$ cat src/rtl/otp_burn_pkg.sv
package otp_burn_pkg;

  typedef enum logic [2:0] {
    ST_IDLE,
    ST_FETCH,
    ST_SETUP,
    ST_PROG,
    ST_HOLD,
    ST_READ,
    ST_RECOVER,
    ST_ADVANCE
  } burn_state_e;

  // Round a time in microseconds up to whole clock ticks.
  function automatic int unsigned us_to_ticks(int unsigned us, int unsigned clk_khz);
    longint unsigned prod;
    prod = longint'(us) * longint'(clk_khz);
    return int'((prod + 64'd999) / 64'd1000);
  endfunction

  // Length of the over-burn pulse after a byte verified on attempt number tries.
  function automatic int unsigned overburn_ticks(int unsigned tries, int unsigned unit_ticks);
    return 3 * tries * unit_ticks;
  endfunction

endpackage

$ cat src/rtl/otp_tick_timer.sv
module otp_tick_timer #(
  parameter int W = 8
) (
  input  logic         clk,
  input  logic         rst_n,
  input  logic         load_i,
  input  logic [W-1:0] len_i,
  output logic         zero_o
);
  logic [W-1:0] cnt_q;

  // Loading len makes zero_o rise len cycles later, so a state entered
  // with a load lasts exactly len cycles.
  always_ff @(posedge clk or negedge rst_n) begin
    if (!rst_n) begin
      cnt_q <= '0;
    end else if (load_i) begin
      cnt_q <= len_i - W'(1);
    end else if (cnt_q != '0) begin
      cnt_q <= cnt_q - W'(1);
    end
  end

  assign zero_o = (cnt_q == '0);
endmodule

$ cat src/rtl/otp_try_counter.sv
module otp_try_counter #(
  parameter int MAX_TRIES = 25,
  parameter int W         = 5
) (
  input  logic         clk,
  input  logic         rst_n,
  input  logic         clr_i,
  input  logic         inc_i,
  output logic [W-1:0] count_o,
  output logic         limit_o
);
  logic [W-1:0] cnt_q;

  always_ff @(posedge clk or negedge rst_n) begin
    if (!rst_n) begin
      cnt_q <= '0;
    end else if (clr_i) begin
      cnt_q <= '0;
    end else if (inc_i && (cnt_q != W'(MAX_TRIES))) begin
      cnt_q <= cnt_q + W'(1);
    end
  end

  assign count_o = cnt_q;
  assign limit_o = (cnt_q == W'(MAX_TRIES));
endmodule

$ cat src/rtl/otp_addr_walker.sv
module otp_addr_walker #(
  parameter int AW = 15
) (
  input  logic          clk,
  input  logic          rst_n,
  input  logic          load_i,
  input  logic [AW-1:0] first_i,
  input  logic [AW-1:0] last_i,
  input  logic          step_i,
  output logic [AW-1:0] addr_o,
  output logic          at_last_o
);
  logic [AW-1:0] addr_q;
  logic [AW-1:0] last_q;

  // The range is captured once per job; later input changes are ignored.
  always_ff @(posedge clk or negedge rst_n) begin
    if (!rst_n) begin
      addr_q <= '0;
      last_q <= '0;
    end else if (load_i) begin
      addr_q <= first_i;
      last_q <= last_i;
    end else if (step_i) begin
      addr_q <= addr_q + AW'(1);
    end
  end

  assign addr_o    = addr_q;
  assign at_last_o = (addr_q == last_q);
endmodule

$ cat src/rtl/otp_burn_seq.sv
module otp_burn_seq
  import otp_burn_pkg::*;
#(
  parameter int ADDR_W    = 15,
  parameter int DATA_W    = 8,
  parameter int CLK_KHZ   = 16000,
  parameter int UNIT_US   = 1000,
  parameter int SETUP_US  = 2,
  parameter int ACCESS_US = 1,
  parameter int MAX_TRIES = 25,
  localparam int TRY_W    = $clog2(MAX_TRIES + 1)
) (
  input  logic              clk,
  input  logic              rst_n,
  input  logic              start_i,
  input  logic [ADDR_W-1:0] first_addr_i,
  input  logic [ADDR_W-1:0] last_addr_i,
  output logic              busy_o,
  output logic              done_o,
  output logic              fail_o,
  output logic [ADDR_W-1:0] fail_addr_o,
  output logic [TRY_W-1:0]  fail_tries_o,
  output logic              img_req_o,
  output logic [ADDR_W-1:0] img_addr_o,
  input  logic              img_vld_i,
  input  logic [DATA_W-1:0] img_data_i,
  output logic [ADDR_W-1:0] mem_addr_o,
  output logic [DATA_W-1:0] mem_data_o,
  output logic              mem_drive_o,
  input  logic [DATA_W-1:0] mem_data_i,
  output logic              mem_ce_n_o,
  output logic              mem_oe_n_o
);
  localparam int unsigned MS_TICKS  = us_to_ticks(UNIT_US, CLK_KHZ);
  localparam int unsigned SU_TICKS  = us_to_ticks(SETUP_US, CLK_KHZ);
  localparam int unsigned ACC_TICKS = us_to_ticks(ACCESS_US, CLK_KHZ);
  localparam int unsigned LONGEST   = overburn_ticks(MAX_TRIES, MS_TICKS);
  localparam int          TMR_W     = $clog2(LONGEST + 1);

  burn_state_e state_q, state_d;

  logic [DATA_W-1:0] data_q;
  logic              match_q;
  logic              extra_q;
  logic              done_q, fail_q;
  logic [ADDR_W-1:0] fail_addr_q;
  logic [TRY_W-1:0]  fail_tries_q;

  logic              tmr_load;
  logic [TMR_W-1:0]  tmr_len;
  logic              tmr_zero;
  logic [TRY_W-1:0]  tries;
  logic              try_limit;
  logic [ADDR_W-1:0] cur_addr;
  logic              at_last;

  // Named internal events, shared by the next-state logic, the registers
  // and the bound checker.
  logic ev_accept;       // start taken while idle
  logic ev_capture;      // image byte captured
  logic ev_pulse_start;  // normal program pulse begins
  logic ev_burn_start;   // over-burn pulse begins
  logic ev_sample;       // read-back compared
  logic ev_pass;         // verify succeeded, go to over-burn
  logic ev_retry;        // verify failed, another attempt allowed
  logic ev_give_up;      // verify failed on the last allowed attempt
  logic ev_step;         // move to the next location
  logic ev_finish;       // last location completed

  logic [TMR_W-1:0] burn_len;
  assign burn_len = TMR_W'(overburn_ticks(int'(tries), MS_TICKS));

  assign ev_accept      = (state_q == ST_IDLE) && start_i;
  assign ev_capture     = (state_q == ST_FETCH) && img_vld_i;
  assign ev_pulse_start = (state_q == ST_SETUP) && tmr_zero && !extra_q;
  assign ev_burn_start  = (state_q == ST_SETUP) && tmr_zero && extra_q;
  assign ev_sample      = (state_q == ST_READ) && tmr_zero;
  assign ev_pass        = (state_q == ST_RECOVER) && tmr_zero && match_q;
  assign ev_retry       = (state_q == ST_RECOVER) && tmr_zero && !match_q && !try_limit;
  assign ev_give_up     = (state_q == ST_RECOVER) && tmr_zero && !match_q && try_limit;
  assign ev_step        = (state_q == ST_ADVANCE) && !at_last;
  assign ev_finish      = (state_q == ST_ADVANCE) && at_last;

  always_comb begin
    state_d  = state_q;
    tmr_load = 1'b0;
    tmr_len  = TMR_W'(SU_TICKS);
    unique case (state_q)
      ST_IDLE: begin
        if (ev_accept) state_d = ST_FETCH;
      end
      ST_FETCH: begin
        if (ev_capture) begin
          tmr_load = 1'b1;
          tmr_len  = TMR_W'(SU_TICKS);
          state_d  = ST_SETUP;
        end
      end
      ST_SETUP: begin
        if (tmr_zero) begin
          tmr_load = 1'b1;
          tmr_len  = extra_q ? burn_len : TMR_W'(MS_TICKS);
          state_d  = ST_PROG;
        end
      end
      ST_PROG: begin
        if (tmr_zero) begin
          tmr_load = 1'b1;
          tmr_len  = TMR_W'(SU_TICKS);
          state_d  = ST_HOLD;
        end
      end
      ST_HOLD: begin
        if (tmr_zero) begin
          if (extra_q) begin
            state_d = ST_ADVANCE;
          end else begin
            tmr_load = 1'b1;
            tmr_len  = TMR_W'(ACC_TICKS);
            state_d  = ST_READ;
          end
        end
      end
      ST_READ: begin
        if (tmr_zero) begin
          tmr_load = 1'b1;
          tmr_len  = TMR_W'(ACC_TICKS);
          state_d  = ST_RECOVER;
        end
      end
      ST_RECOVER: begin
        if (ev_pass || ev_retry) begin
          tmr_load = 1'b1;
          tmr_len  = TMR_W'(SU_TICKS);
          state_d  = ST_SETUP;
        end else if (ev_give_up) begin
          state_d = ST_IDLE;
        end
      end
      ST_ADVANCE: begin
        state_d = ev_finish ? ST_IDLE : ST_FETCH;
      end
      default: state_d = ST_IDLE;
    endcase
  end

  always_ff @(posedge clk or negedge rst_n) begin
    if (!rst_n) begin
      state_q      <= ST_IDLE;
      data_q       <= '0;
      match_q      <= 1'b0;
      extra_q      <= 1'b0;
      done_q       <= 1'b0;
      fail_q       <= 1'b0;
      fail_addr_q  <= '0;
      fail_tries_q <= '0;
    end else begin
      state_q <= state_d;
      if (ev_capture) begin
        data_q  <= img_data_i;
        extra_q <= 1'b0;
      end else if (ev_pass) begin
        extra_q <= 1'b1;
      end
      if (ev_sample) match_q <= (mem_data_i == data_q);
      if (ev_accept) begin
        done_q <= 1'b0;
        fail_q <= 1'b0;
      end
      if (ev_finish) done_q <= 1'b1;
      if (ev_give_up) begin
        fail_q       <= 1'b1;
        fail_addr_q  <= cur_addr;
        fail_tries_q <= tries;
      end
    end
  end

  otp_tick_timer #(.W(TMR_W)) u_timer (
    .clk    (clk),
    .rst_n  (rst_n),
    .load_i (tmr_load),
    .len_i  (tmr_len),
    .zero_o (tmr_zero)
  );

  otp_try_counter #(.MAX_TRIES(MAX_TRIES), .W(TRY_W)) u_tries (
    .clk     (clk),
    .rst_n   (rst_n),
    .clr_i   (ev_capture),
    .inc_i   (ev_pulse_start),
    .count_o (tries),
    .limit_o (try_limit)
  );

  otp_addr_walker #(.AW(ADDR_W)) u_walker (
    .clk       (clk),
    .rst_n     (rst_n),
    .load_i    (ev_accept),
    .first_i   (first_addr_i),
    .last_i    (last_addr_i),
    .step_i    (ev_step),
    .addr_o    (cur_addr),
    .at_last_o (at_last)
  );

  assign busy_o       = (state_q != ST_IDLE);
  assign done_o       = done_q;
  assign fail_o       = fail_q;
  assign fail_addr_o  = fail_addr_q;
  assign fail_tries_o = fail_tries_q;
  assign img_req_o    = (state_q == ST_FETCH);
  assign img_addr_o   = cur_addr;
  assign mem_addr_o   = cur_addr;
  assign mem_data_o   = data_q;
  assign mem_drive_o  = (state_q == ST_SETUP) || (state_q == ST_PROG) || (state_q == ST_HOLD);
  assign mem_ce_n_o   = (state_q != ST_PROG);
  assign mem_oe_n_o   = (state_q != ST_READ);
endmodule

$ cat config.mk
export PLATFORM = sky130hd
export DESIGN_NAME = otp_burn_seq
export DESIGN_NICKNAME = d
export VERILOG_FILES = /design/src/rtl/otp_burn_pkg.sv /design/src/rtl/otp_tick_timer.sv /design/src/rtl/otp_try_counter.sv /design/src/rtl/otp_addr_walker.sv /design/src/rtl/otp_burn_seq.sv
export SDC_FILE = /design/constraint.sdc
export NUM_CORES = 1
export LEC_CHECK = 0
export ABC_AREA = 1
export BUFFER_PORTS_ARGS = -buffer_cell sky130_fd_sc_hd__buf_2
export CORE_ASPECT_RATIO = 0.8
export CORE_MARGIN = 1.5
export CORE_UTILIZATION = 35
export DETAILED_ROUTE_END_ITERATION = 10
export MAX_ROUTING_LAYER = met4
export SLEW_MARGIN = 20
export SYNTH_ARGS = -nofsm -noshare
export SYNTH_HDL_FRONTEND = slang
export SYNTH_SLANG_ARGS = --single-unit
$ cat constraint.sdc
create_clock -name clk -period 12.3 [get_ports clk]
set_input_delay 0.615 -clock clk [delete_from_list [all_inputs] [get_ports clk]]
set_output_delay 0.615 -clock clk [all_outputs]
set_load 0.02 [all_outputs]
==> results of run 1 <==
## metal layers
| metal | vias up | global-route usage | wire (um) |
|---|---|---|---|
| met5 | - | - | 0 |
| met4 | 0 | 0.0544 | 382 |
| met3 | 23 | 0.0362 | 981 |
| met2 | 183 | 0.257 | 6950 |
| met1 | 2725 | 0.292 | 9420 |
| li1 | 3004 | - | - |
## worst paths after layout
check | slack [ps] | end | depth (start not counted)
setup / recovery | 6530 | u_timer.cnt_q[20] | 28
min in group clk | 460 | fail_tries_o[4] | 2
hold reg to reg | 460 | fail_tries_o[4] | 2
hold / removal | 230 | u_walker.last_q[12] | 1
max in group asynchronous | 10980 | u_tries.count_o[4] | 2
setup reg to reg | 6530 | u_timer.cnt_q[20] | 28
## synth_stat cells, drive strengths merged
| library cell | instances | share of area |
|---|---|---|
| a31oi | 4 | 0.0038 |
| buf | 20 | 0.023 |
| a21oi | 35 | 0.026 |
| nand3 | 61 | 0.050 |
| clkbuf | 17 | 0.0096 |
| nor4 | 8 | 0.0075 |
| mux2 | 1 | 0.0017 |
| fa | 12 | 0.036 |
| and3 | 1 | 0.00094 |
| a21o | 2 | 0.0023 |
| or2 | 7 | 0.0066 |
| o21ai | 56 | 0.042 |
| nand4 | 18 | 0.017 |
| nand3b | 2 | 0.0023 |
| clkinv | 1 | 0.00056 |
| a32oi | 2 | 0.0026 |
| nor2 | 85 | 0.057 |
| o21a | 1 | 0.0011 |
| ha | 45 | 0.084 |
| a21boi | 1 | 0.0017 |
| o41ai | 1 | 0.0013 |
| nor3 | 7 | 0.0060 |
| inv | 105 | 0.059 |
| nand2 | 220 | 0.13 |
| xnor2 | 16 | 0.021 |
| o21bai | 3 | 0.0034 |
| and2 | 2 | 0.0019 |
| o31ai | 2 | 0.0023 |
| o22ai | 3 | 0.0028 |
| dfrtp | 91 | 0.34 |
| nand2b | 1 | 0.00094 |
| xor2 | 33 | 0.043 |
| o211ai | 9 | 0.014 |
## critical path: cells and delay by family (launching register included)
| kind | cells | cell delay, ps |
|---|---|---|
| buffers and inverters | 5 | 270 |
| DFF | 1 | 610 |
| adders and majority gates | 7 | 2630 |
| AOI/OAI and AO/OA | 3 | 500 |
| xor gates and xnor gates | 1 | 560 |
| and+or+nand+nor | 12 | 1140 |
## per-stage QoR
step | total power, mW | hold slack, ps | std cells
floorplan | 1.06 | 319 | 872
global placement | 1.24 | 444 | 1206
detailed placement | 1.24 | 445 | 1206
CTS | 1.56 | 250 | 1222
global route | 1.68 | 276 | 1223
finish | 1.55 | 231 | 1223
## flip-flops by register name (all words and copies together) (netlist names)
signal and flops:
u_walker.addr_o 15, done_o 1, match_q 1, fail_o 1, state_q 3, extra_q 1, fail_addr_o 15, mem_data_o 8
u_walker.last_q 15, u_tries.count_o 5, fail_tries_o 5, u_timer.cnt_q 21
## cell families after synthesis
group / Yosys count
DFF: 91
muxes: 1
AOI/OAI and AO/OA: 119
xor gates and xnor gates: 49
buffers and inverters: 143
and+or+nand+nor: 412
adders and majority gates: 57
## cell type report
cell class | count | area, sq um
Fill cell | 1930 | 10700
Multi-Input combinational cell | 638 | 3780
Sequential cell | 91 | 2280
Timing Repair Buffer | 118 | 603
Inverter | 106 | 398
Tap cell | 253 | 317
Clock buffer | 9 | 225
Clock inverter | 7 | 98.8
Antenna cell | 1 | 2.50
## where the power goes
group | leakage, nW | internal [mW] | total (mW) | switching, mW
Sequential | 1.17 | 0.392 | 0.503 | 0.111
Combinational | 2.85 | 0.254 | 0.742 | 0.488
Clock | 0.156 | 0.179 | 0.302 | 0.123
==> results_dict.tcl, run 1 <==
set metrics [dict create \
    grt_setup_unrepaired "false" \
    crit_fanout 13 \
    fmax_mhz 173 \
    holdCritPathClass "input port to asynchronous set/reset pin" \
    startpoint "u_tries.count_o[0]" \
    start_util 0.363 \
    antenna_found_initial 1 \
    syn_avg_cell_area_sq_um 7.65 \
    synth-seq-cells 91 \
    cts-resized-gates 0 \
    drv_cap 0 \
    design.die.area_sq_um 19900 \
    vias_per_cell 4.85 \
    drive_above_1_share 0.185 \
    cts_hold_buf 0 \
    synth_mux_area_frac 0.00169 \
    p_leak_nw 4.17 \
    cts_made_buffers 9 \
    crit_top_cell "nand2_1" \
    chipWidth_um 157 \
    post-place-ws_ps 6590 \
    firstDrtPassIters 5 \
    synth_top_family_by_area "simple AND/OR/NAND/NOR gates" \
    worstSetupStartpointType "flop" \
    drt-initial-drc-count 556 \
    syn_area_sq_um 6670 \
    insertion_delay_ps 350 \
    core-area_sq_um 18400 \
    vias 5935 \
    worst_slew_pin_slew_ps 949 \
    clock-root-buffer "clkbuf_16" \
    slew-limit-headroom 0.366 \
    worstPathArrival_ps 6060 \
    p_per_area_nw_per_um2 201 \
    synth-seq-area-share 0.342 \
    synth_fa_ha_area_frac 0.120 \
    grt_max_degree 53 \
    fin_crit_sh 0.469 \
    htree_levels 3 \
    grt_usage 0.193 \
    placed_area_sq_um 7370 \
    cts_tree "done" \
    outcome "finished clean" \
    syn_to_final_growth_pct 15.5 \
    mostFrequentLayoutCell "nand2_1" \
    reg2reg_from "u_tries.count_o[0]" \
    clk_path_buf_depth 2 \
    grt_pass1_vias 5578 \
    wl_per_cell_um 14.5 \
    finalWirelength_um 17700 \
    synth-compound-area-share 0.103 \
    drc_errors 0 \
    final_antenna_net_count 0 \
    cts_sinks 91 \
    fin_nets 1071 \
    clk_pin_slew_ps 70 \
    gr-total-overflow 0 \
    hpwlAfterDp_um 13700 \
    crit_path_max_incr_delay_ps 610 \
    drv_slew 0 \
    syn-num-nets 979 \
    worstSetupPathType "flop to flop" \
    ys_warn_count 0 \
    synth_cell_types 45 \
    hold_viol 0 \
    vdd_drop_max_mv 0.123 \
    layout_common_cells "nand2_1, buf_2, inv_1" \
    setup_slack_ps 6530 \
    critical_path.endpoint_type "flop" \
    syn_inst 872 \
    row_count 44 \
    io_pins 115 \
    gp_congestion 0.928 \
    synthSimpleGateAreaFrac 0.276 \
    setup_tns_ps 0 \
    layout_min_cycle_time_ps 5770 \
    crit_required_ps 12590 \
    final_area_sq_um 7700 \
    setup_violations 0 \
    final_core_util 0.419 \
    synthXorXnorAreaFrac 0.0644 \
    post_cts.repair.setup_buffers 0 \
    portBuffers 114 \
    skew_ps 9.61 \
    die_h_um 126 \
    cpMaxStageDelayCell "dfrtp_1" \
    grt_pass1_wl_um 29100 \
]
No activity file was read; power rests on OpenSTA's default activity.
==> inputs of run 2 (changes only) <==
clock period = 4.7 ns   (was 12.3 ns; I/O delays follow)
==> run 2 against run 1 <==
The flow now finishes with violations (negative setup slack). Maximum frequency increased by 19%. First-iteration DRC count decreased by 34%. Sequential share of layout area decreased by 2.9 points. Sequential power increased to 2.6 times the previous value. Non-clock buffer count increased by 56. Count of clock-buffer cells in the layout unchanged. Final area increased by 11%. Combinational power increased to 2.9 times the previous value. Sequential cell count unchanged. Power increased to 2.7 times the previous value. Die area unchanged.
==> results_dict.tcl, run 2 (synthesis results as in run 1) <==
set metrics [dict create \
    drive_above_1_share 0.298 \
    failed_checks "negative setup slack" \
    vias_per_cell 4.81 \
    syn_to_final_growth_pct 27.8 \
    gp_congestion 0.931 \
    slew-limit-headroom 0.411 \
    whs_endpoint "mem_data_o[0]" \
    hp-start "img_data_i[0]" \
    clk_path_buf_depth 2 \
    hold_viol 0 \
    grt_pass1_vias 5703 \
    insertion_delay_ps 360 \
    crit_required_ps 4940 \
    die_h_um 126 \
    grt_usage 0.198 \
    chipWidth_um 157 \
    timing.hold.ws_ps 75.3 \
    row_count 44 \
    layout_common_cells "nand2_1, buf_2, inv_1" \
    layout_min_cycle_time_ps 4850 \
    cts_made_buffers 9 \
    cts_tree "done" \
    seq_power_share 0.313 \
    antenna_found_initial 0 \
    drc_errors 0 \
    final_antenna_net_count 0 \
    p_total_mw 4.21 \
    portBuffers 114 \
    core-area_sq_um 18400 \
    finalWirelength_um 18600 \
    largest_reg_flops 21 \
    clock-root-buffer "clkbuf_16" \
    drt-initial-drc-count 368 \
    reg2reg_slack_ps -150 \
    htree_levels 3 \
    start_util 0.363 \
    min_path_cells 3 \
    r2r_cells 25 \
    reg2reg_from "u_tries.count_o[1]" \
    p_per_area_nw_per_um2 494 \
    grt_setup_unrepaired "true" \
    grt_pass1_wl_um 29900 \
    hpwlAfterDp_um 14100 \
    cts_sinks 91 \
    skew_ps 9.43 \
    worstSetupPathType "flop to flop" \
    fmax_mhz 206 \
    power_switching_mw 2.01 \
    fin_nets 1127 \
    clk_pin_slew_ps 70 \
    design.die.area_sq_um 19900 \
    crit_fanout 4 \
    internal-power_mw 2.20 \
    grt_max_degree 49 \
    firstDrtPassIters 5 \
    p_leak_nw 4.51 \
    setup_slack_ps -153 \
    vdd_drop_max_mv 0.272 \
    worstPathArrival_ps 5090 \
    io_pins 115 \
    vias 6153 \
    holdCritPathClass "input port to flop" \
    r2r_end "u_timer.cnt_q[19]" \
    worst_slew_pin_slew_ps 882 \
    diodes 0 \
    fin_crit_sh 1.03 \
    swShare 0.477 \
    mostFrequentLayoutCell "nand2_1" \
    drv_slew 0 \
    worstSetupStartpointType "flop" \
    drv_cap 0 \
    critical_path.endpoint_type "flop" \
    largest_register "u_timer.cnt_q" \
    gr-total-overflow 0 \
    pwr-share-comb 0.505 \
    p_clk_frac 0.182 \
    wl_per_cell_um 14.6 \
    setup_violations 5 \
    outcome "finished, violations left" \
]
-- run 2: cell types whose count changed in the layout (fill, tap and decap cells not counted), moves of 8 or more --
cell     delta
ha_1       -11
nand2_2    +10
ha_4        +9
nor2_1     -11
nand2_1    -15
buf_4      +52
a21oi_2     +8
a21oi_1     -9
-- run 2: power groups by stage --
stage	logic, mW	clock network, mW	registers [mW]
2_1_floorplan	1.43	0	1.34
3_3_place_gp	1.95	0	1.33
3_5_place_dp	1.96	0	1.33
4_1_cts	2.03	0.780	1.31
5_1_grt	2.37	0.805	1.35
6_report	2.13	0.766	1.32
-- run 2: routing by layer --
layer,GRT usage,routed length (um)
met4,0.0566,293
met3,0.0314,736
met1,0.296,9680
met2,0.272,7920
met5,-,0
-- run 2: area by class of cell --
cell class	count	area, sq um
multi-input combinational	638	4180
inverter	106	398
clock buffer	9	225
fill	1861	9860
tap	253	317
timing repair buffer	174	1040
sequential	91	2280
clock inverter	7	85.1
-- run 2: how the worst max path moves through the flow --
stage / endpoint / from / depth (start not counted) / slack, ps
6_report: u_timer.cnt_q[19] / u_tries.count_o[1] / 25 / -150
5_1_grt: u_timer.cnt_q[20] / u_tries.count_o[1] / 25 / -430
4_1_cts: u_timer.cnt_q[20] / u_tries.count_o[1] / 26 / -170
3_5_place_dp: u_timer.cnt_q[19] / u_tries.count_o[1] / 25 / -320
3_3_place_gp: u_timer.cnt_q[19] / u_tries.count_o[1] / 25 / -330
2_1_floorplan: u_timer.cnt_q[19] / u_tries.count_o[2] / 27 / 7
-- run 2: through the flow --
step	setup slack (ps)	utilization	cell area (sq um)	std cells	TNS, ps
finish	-153	0.464	8520	1278	-466
global placement	-328	0.421	7750	1250	-1380
detailed placement	-318	0.421	7750	1250	-1440
CTS	-166	0.449	8260	1274	-633
floorplan	7.48	-	6710	872	0
global route	-429	0.464	8520	1278	-2490
-- run 2: critical path: stages (launching register included) --
cell and delay (ps):
dfrtp_1 380, ha_2 210, inv_2 40, fa_2 370
o21bai_1 190, a21oi_2 100, xor2_2 180, ha_1 320
inv_2 40, fa_1 540, inv_2 40, fa_1 560
ha_4 220, ha_4 270, nand2_2 60, nand2_2 60
a21oi_1 200, nand3_1 110, nand3_1 140, nand2_2 110
nor2_1 140, nand2_2 80, nor2_4 130, nand3_2 90
nand2_2 90, a21oi_2 60
-- run 2: repair_timing --
action,CTS,global route
resized for setup,37,51
hold buffers,1,0
buffers inserted,7,4
setup endpoints to repair,7,8
hold endpoints to repair,43,0
pin swaps,37,47
gates cloned,0,0
